**src/rtl/wdiv_pkg.sv**
```systemverilog
package wdiv_pkg;

    localparam int unsigned WORD_W = 32;
    localparam int unsigned HALF_W = 16;

    typedef enum logic [1:0] {
        ST_IDLE = 2'd0,
        ST_RUN  = 2'd1,
        ST_FIX  = 2'd2
    } wdiv_state_e;

    // Classification of an operand pair, captured at start.
    typedef struct packed {
        logic neg_q;   // quotient must be negated
        logic neg_r;   // remainder must be negated
        logic dz;      // divisor field is zero
        logic ovf;     // most-negative word divided by -1
    } wdiv_cls_t;

    typedef struct packed {
        logic ov;
        logic s;
        logic z;
    } wdiv_flags_t;

    // Decide the flags from the final quotient's sign and zero status.
    function automatic wdiv_flags_t mk_flags(input logic ovf_case, input logic q_msb,
                                             input logic q_zero);
        wdiv_flags_t f;
        f.ov = ovf_case;
        f.s  = q_msb;
        f.z  = q_zero;
        return f;
    endfunction

endpackage

```
**src/rtl/wdiv_prep.sv**
```systemverilog
module wdiv_prep
    import wdiv_pkg::*;
#(
    parameter int unsigned DW = WORD_W,
    parameter int unsigned VW = HALF_W
) (
    input  logic [DW-1:0] dvd,
    input  logic [VW-1:0] dvs_field,
    output logic [DW-1:0] n_mag,
    output logic [DW-1:0] d_mag,
    output wdiv_cls_t     cls
);
    localparam int unsigned EXT_W = DW - VW;
    localparam logic [DW-1:0] MOST_NEG = {1'b1, {(DW-1){1'b0}}};

    logic [DW-1:0] dvs_ext;

    assign dvs_ext = {{EXT_W{dvs_field[VW-1]}}, dvs_field};

    always_comb begin
        n_mag     = dvd[DW-1]     ? (~dvd + 1'b1)     : dvd;
        d_mag     = dvs_ext[DW-1] ? (~dvs_ext + 1'b1) : dvs_ext;
        cls.neg_q = dvd[DW-1] ^ dvs_ext[DW-1];
        cls.neg_r = dvd[DW-1];
        cls.dz    = (dvs_field == '0);
        cls.ovf   = (dvd == MOST_NEG) && (&dvs_field);
    end

endmodule

```
**src/rtl/wdiv_core.sv**
```systemverilog
module wdiv_core #(
    parameter int unsigned DW = 32
) (
    input  logic          clk,
    input  logic          rst,
    input  logic          load,
    input  logic          step,
    input  logic [DW-1:0] n_mag,
    input  logic [DW-1:0] d_mag,
    output logic [DW-1:0] q_mag,
    output logic [DW-1:0] r_mag
);
    localparam int unsigned AW = DW + 2;

    logic signed [AW-1:0] acc;      // signed partial remainder
    logic        [DW-1:0] qsh;      // dividend bits out, quotient bits in
    logic        [DW-1:0] dreg;
    logic        [AW-1:0] d_ext;
    logic        [AW-1:0] shifted;
    logic        [AW-1:0] acc_nxt;
    logic        [AW-1:0] acc_fix;

    assign d_ext = {2'b00, dreg};

    always_comb begin
        shifted = {acc[AW-2:0], qsh[DW-1]};
        acc_nxt = acc[AW-1] ? (shifted + d_ext) : (shifted - d_ext);
        acc_fix = acc[AW-1] ? (acc + d_ext) : acc;
    end

    always_ff @(posedge clk) begin
        if (rst) begin
            acc  <= '0;
            qsh  <= '0;
            dreg <= '0;
        end else if (load) begin
            acc  <= '0;
            qsh  <= n_mag;
            dreg <= d_mag;
        end else if (step) begin
            acc  <= acc_nxt;
            qsh  <= {qsh[DW-2:0], ~acc_nxt[AW-1]};
        end
    end

    assign q_mag = qsh;
    assign r_mag = acc_fix[DW-1:0];

endmodule

```
**src/rtl/wdiv_post.sv**
```systemverilog
module wdiv_post
    import wdiv_pkg::*;
#(
    parameter int unsigned DW = WORD_W
) (
    input  logic [DW-1:0] q_mag,
    input  logic [DW-1:0] r_mag,
    input  logic [DW-1:0] dvd,
    input  wdiv_cls_t     cls,
    output logic [DW-1:0] q_out,
    output logic [DW-1:0] r_out,
    output wdiv_flags_t   flg
);
    localparam logic [DW-1:0] MOST_NEG = {1'b1, {(DW-1){1'b0}}};

    always_comb begin
        if (cls.dz) begin
            q_out = '1;
            r_out = dvd;
        end else if (cls.ovf) begin
            q_out = MOST_NEG;
            r_out = '0;
        end else begin
            q_out = cls.neg_q ? (~q_mag + 1'b1) : q_mag;
            r_out = cls.neg_r ? (~r_mag + 1'b1) : r_mag;
        end
        flg = mk_flags(cls.dz | cls.ovf, q_out[DW-1], q_out == '0);
    end

endmodule

```
**src/rtl/wdiv_unit.sv**
```systemverilog
module wdiv_unit
    import wdiv_pkg::*;
#(
    parameter int unsigned DW = WORD_W,
    parameter int unsigned VW = HALF_W
) (
    input  logic          clk,
    input  logic          rst,
    input  logic          start,
    input  logic          rem_en,
    input  logic          abort,
    input  logic [DW-1:0] dividend,
    input  logic [DW-1:0] divisor_op,
    output logic          busy,
    output logic          done,
    output logic          rem_wr,
    output logic [DW-1:0] quotient,
    output logic [DW-1:0] remainder,
    output logic          flag_ov,
    output logic          flag_s,
    output logic          flag_z
);
    localparam int unsigned CW = $clog2(DW);
    localparam logic [CW-1:0] LAST = CW'(DW - 1);

    wdiv_state_e   state;
    logic [CW-1:0] cnt;
    logic          mode_q;
    wdiv_cls_t     cls_in;
    wdiv_cls_t     cls_q;
    logic [DW-1:0] dvd_q;
    logic [DW-1:0] n_mag;
    logic [DW-1:0] d_mag;
    logic [DW-1:0] q_mag;
    logic [DW-1:0] r_mag;
    logic [DW-1:0] q_fin;
    logic [DW-1:0] r_fin;
    wdiv_flags_t   flg_fin;
    wdiv_flags_t   flg_q;
    logic          accept;
    logic          step;

    assign accept = (state == ST_IDLE) && start;
    assign step   = (state == ST_RUN) && !abort;
    assign busy   = (state != ST_IDLE);

    wdiv_prep #(.DW(DW), .VW(VW)) u_prep (
        .dvd       (dividend),
        .dvs_field (divisor_op[VW-1:0]),
        .n_mag     (n_mag),
        .d_mag     (d_mag),
        .cls       (cls_in)
    );

    wdiv_core #(.DW(DW)) u_core (
        .clk   (clk),
        .rst   (rst),
        .load  (accept),
        .step  (step),
        .n_mag (n_mag),
        .d_mag (d_mag),
        .q_mag (q_mag),
        .r_mag (r_mag)
    );

    wdiv_post #(.DW(DW)) u_post (
        .q_mag (q_mag),
        .r_mag (r_mag),
        .dvd   (dvd_q),
        .cls   (cls_q),
        .q_out (q_fin),
        .r_out (r_fin),
        .flg   (flg_fin)
    );

    always_ff @(posedge clk) begin
        if (rst) begin
            state     <= ST_IDLE;
            cnt       <= '0;
            mode_q    <= 1'b0;
            cls_q     <= '0;
            dvd_q     <= '0;
            done      <= 1'b0;
            rem_wr    <= 1'b0;
            quotient  <= '0;
            remainder <= '0;
            flg_q     <= '0;
        end else begin
            done   <= 1'b0;
            rem_wr <= 1'b0;
            unique case (state)
                ST_IDLE: begin
                    if (start) begin
                        cls_q  <= cls_in;
                        dvd_q  <= dividend;
                        mode_q <= rem_en;
                        cnt    <= '0;
                        state  <= ST_RUN;
                    end
                end
                ST_RUN: begin
                    if (abort) begin
                        state <= ST_IDLE;
                    end else begin
                        cnt <= cnt + 1'b1;
                        if (cnt == LAST) begin
                            state <= ST_FIX;
                        end
                    end
                end
                ST_FIX: begin
                    state <= ST_IDLE;
                    if (!abort) begin
                        quotient <= q_fin;
                        flg_q    <= flg_fin;
                        done     <= 1'b1;
                        rem_wr   <= mode_q;
                        if (mode_q) begin
                            remainder <= r_fin;
                        end
                    end
                end
                default: state <= ST_IDLE;
            endcase
        end
    end

    assign flag_ov = flg_q.ov;
    assign flag_s  = flg_q.s;
    assign flag_z  = flg_q.z;

endmodule

```
**config.mk**
```make
export PLATFORM = sky130hd
export DESIGN_NAME = wdiv_unit
export DESIGN_NICKNAME = d
export VERILOG_FILES = /design/src/rtl/wdiv_pkg.sv /design/src/rtl/wdiv_prep.sv /design/src/rtl/wdiv_core.sv /design/src/rtl/wdiv_post.sv /design/src/rtl/wdiv_unit.sv
export SDC_FILE = /design/constraint.sdc
export NUM_CORES = 1
export LEC_CHECK = 0
export ABC_AREA = 1
export BUFFER_PORTS_ARGS = -buffer_cell sky130_fd_sc_hd__buf_2
export CORE_MARGIN = 5
export CORE_UTILIZATION = 62
export DETAILED_ROUTE_END_ITERATION = 8
export GPL_TIMING_DRIVEN = 1
export PLACE_DENSITY = 0.82
export RECOVER_POWER = 100
export SETUP_SLACK_MARGIN = 0.02
export SLEW_MARGIN = 40
export SYNTH_ARGS = -nofsm -noshare
export SYNTH_HDL_FRONTEND = slang
export SYNTH_HIERARCHICAL = 1
export SYNTH_SLANG_ARGS = --single-unit
```
**constraint.sdc**
```tcl
create_clock -name clk -period 4.4 [get_ports clk]
set_input_delay 0 -clock clk [delete_from_list [all_inputs] [get_ports clk]]
set_output_delay 0 -clock clk [all_outputs]
set_load 0.01 [all_outputs]
```
==> flow_summary.yaml <==
pwr:
  p_comb_frac: 0.310
  cellPowerDensity_nw_per_um2: 342
  power_frac_seq: 0.322
  power_frac_clock: 0.368
  netSwitchingFraction: 0.365
  ir_worst_vdd_mv: 0.313
  power.switching_uw: 2400
  intPower_uw: 4180
  leakage_uw: 0.00920
final_layout:
  final_layout_size_suffix_gt1_frac: 0.0631
  nets: 3149
  area_delta_synth_final_pct: 10.6
  utilization: 0.693
  fillers: 2567
  finish.instance_area_um2: 19200
  final_cells: 3405
logic_synthesis:
  synth_top_area_cell: "dfxtp_1"
  synth_area_leaders: "dfxtp_1, nand2_1, nor2_1"
  synth_top_area_share: 0.243
  ys_ff_latch: 211
  syn_avg_cell_area_um2: 5.99
  synthCells: 2900
  netlist_area_um2: 17400
  ys_seq_area_frac: 0.243
  synth.yosys.warnings: 6
  ys_types: 56
global_routing:
  grt_pass1_vias: 17800
  grt.overflow.total: 0
  grt_max_degree: 81
  grt_pass1_wl_mm: 91.3
  globalRouteTotalUtil: 0.355
  antenna_found_initial: 0
detailed_routing:
  viasPerCell: 5.81
  first_iter_violations: 2484
  antenna_left: 0
  wl_per_cell_um: 17.2
  post-route-drc-count: 0
  drt_first_pass_iters: 7
  vias: 19800
  wl_mm: 58.5
setup_path:
  max_stage_delay_ps: 370
  critPathRequiredTime_ps: 4830
  timing.setup.critical_path_class: "reg -> reg"
  endpoint_kind: "flip-flop"
  critPathLaunchType: "flip-flop"
  crit_fanout: 5
  critPathTopFamily: "simple AND/OR/NAND/NOR gates"
  critPathSlowestCell: "a21boi_0"
  path_cells: "inv_1 -> ha_1 -> nand3_1 -> nor2_1 -> nand2_2 -> nor2_4 -> nand4_4 -> nor3_2 -> o21a_1 -> nor2_1 -> ha_1 -> a21oi_1 -> o21ai_0 -> a21oi_1 -> a21boi_0 -> nand2_1 -> nand2_1 -> nand3_1 -> nand2_1 -> inv_1"
  crit_path_frequent_cell: "nand2_1"
  critical_path.n_buffers_inverters: 2
  critical_path_arrival_ps: 4470
cts:
  cts_resized: 0
  cts_buffers: 26
  htreeDepth: 1
  cts_buffer_depth: 3
  cts_tree: "yes"
  clkLatencyLatePin_ps: 550
  clock-sinks: 211
  clk_pin_slew_worst_paths_ps: 60
  cts-root-buf: "clkbuf_16"
die:
  initial_utilization: 0.627
  core.rowCount: 61
  die_y_um: 177
  die_width_um: 177
  core_um2: 27700
  io_pins: 139
  die_area_um2: 31500
place:
  portBuffers: 122
  hpwlAfterDp_mm: 44.0
  gp_congestion: 1.04
  dp.cells: 3312
  dpl_cell_area_um2: 18000
run:
  drv_cap: 3
timing:
  setup_tns_ps: 0
  maxSlewViolCount: 168
  finalHoldViolations: 2
  rsz0062_at_grt: "false"
  worst_hold_slack_ps: -13.2
  min_period_ps: 4040
  min_period_over_period: 0.918
  slew-limit-headroom: -0.637
  setup_violations: 0
  worst_slew_pin_slew_ps: 2460
  fmax_ghz: 0.248
  clock_skew_ps: 26.7
run_status:
  status: "finished, violations left"
  violations: "hold timing, capacitance limit, slew limit"
hold_path:
  hold_path.class: "in -> reg"
[cells in the final DEF, fill, tap and decap left out, drive strengths merged, types with 57 or more instances in the layout]
cell / n
nand2: 698
ha: 72
nor2: 503
xor2: 57
nand3: 199
o21ai: 321
buf: 67
a21oi: 188
clkbuf: 106
dfxtp: 211
inv: 346
[metal layers]
layer / global-route usage / share of wire / vias up
li1: - / - / 9576
met1: 0.482 / 0.42 / 8976
met2: 0.561 / 0.44 / 1065
met3: 0.0758 / 0.11 / 166
met4: 0.124 / 0.040 / 0
met5: 0 / 0 / -
[Yosys cell counts, drive strengths merged]
| master | n |
|---|---|
| o21a | 5 |
| o21ai | 321 |
| clkbuf | 52 |
| o21bai | 9 |
| or2 | 5 |
| nand3 | 199 |
| a21oi | 188 |
| dfxtp | 211 |
| a21o | 10 |
| ha | 72 |
| o41ai | 1 |
| nand3b | 11 |
| clkinv | 2 |
| nor4 | 9 |
| and3 | 3 |
| a32o | 1 |
| inv | 341 |
| a31oi | 2 |
| nor3b | 1 |
| xor2 | 57 |
| a21boi | 2 |
| nor2 | 503 |
| dlygate4sd1 | 1 |
| fa | 2 |
| nand4 | 25 |
| o31ai | 2 |
| o22ai | 2 |
| o211ai | 14 |
| a22oi | 15 |
| conb | 1 |
| nor3 | 29 |
| buf | 68 |
| a211oi | 2 |
| nand2 | 698 |
| xnor2 | 26 |
| o221ai | 10 |
[stage by stage]
stage	setup slack, ps	power, uW	hold slack [ps]
after floorplan	1290	3620	69.1
after global routing	105	6900	22.5
after global placement	750	4060	264
after CTS	603	6550	5.01
final	362	6580	-13.2
after detailed placement	651	4100	298
[power by group through the flow]
stage / sequential (uW) / combinational [uW] / clock, uW
4_1_cts: 2110 / 2000 / 2440
2_1_floorplan: 2110 / 1510 / 0
3_3_place_gp: 2150 / 1910 / 0
5_1_grt: 2130 / 2260 / 2510
6_report: 2120 / 2040 / 2420
3_5_place_dp: 2160 / 1950 / 0
[tightest hold or removal path: cells and delay by family]
family | cells | cell delay (ps)
AOI/OAI and AO/OA | 1 | 50
buffers and inverters | 2 | 190
and+or+nand+nor | 2 | 230
[path summary, 6_finish.rpt]
check                                     from        endpoint  depth (start not counted)  slack [ps]
worst max-delay path            u_core/dreg[1]  u_core/acc[27]                         20         360
worst max register to register  u_core/dreg[1]  u_core/acc[27]                         20         360
worst min-delay path                     start        state[0]                          5         -10
worst min register to register    quotient[29]    quotient[29]                          2         440
[flip-flops by register name (all words and copies together) (netlist names), 2 cells and up]
| register | cells |
|---|---|
| remainder | 32 |
| cnt | 5 |
| u_core/dreg | 32 |
| quotient | 32 |
| state | 2 |
| u_core/acc | 34 |
| u_core/q_mag | 32 |
| dvd_q | 32 |
| cls_q | 4 |
[cell families (layout without fill, tap and decap cells)]
kind of cell / count (synthesis) / in the layout / synth area share
AND/OR/NAND/NOR: 1483 / 1483 / 0.364
AO/OA/AOI/OAI: 584 / 584 / 0.184
buffers and inverters: 464 / 575 / 0.112
flip-flops: 211 / 211 / 0.243
XOR/XNOR: 83 / 83 / 0.0418
adder cells (fa/ha/maj): 74 / 74 / 0.0542
other: 1 / 17 / 0.000216
[area by class of cell]
class,instances,area (um2),area share
Antenna cell,1,2.50,0.000130
Clock buffer,33,718,0.0374
Clock inverter,15,253,0.0132
Inverter,343,1290,0.0670
Multi-Input combinational cell,2240,11200,0.581
Sequential cell,211,4220,0.220
Tap cell,378,473,0.0246
Timing Repair Buffer,184,1100,0.0571
[repair_timing]
action	CTS	global route
setup buffers	0	0
endpoints found under the hold margin	59	0
setup endpoints to repair	0	0
hold buffers	44	0
Note: power is estimated with default switching activity, not from simulation.
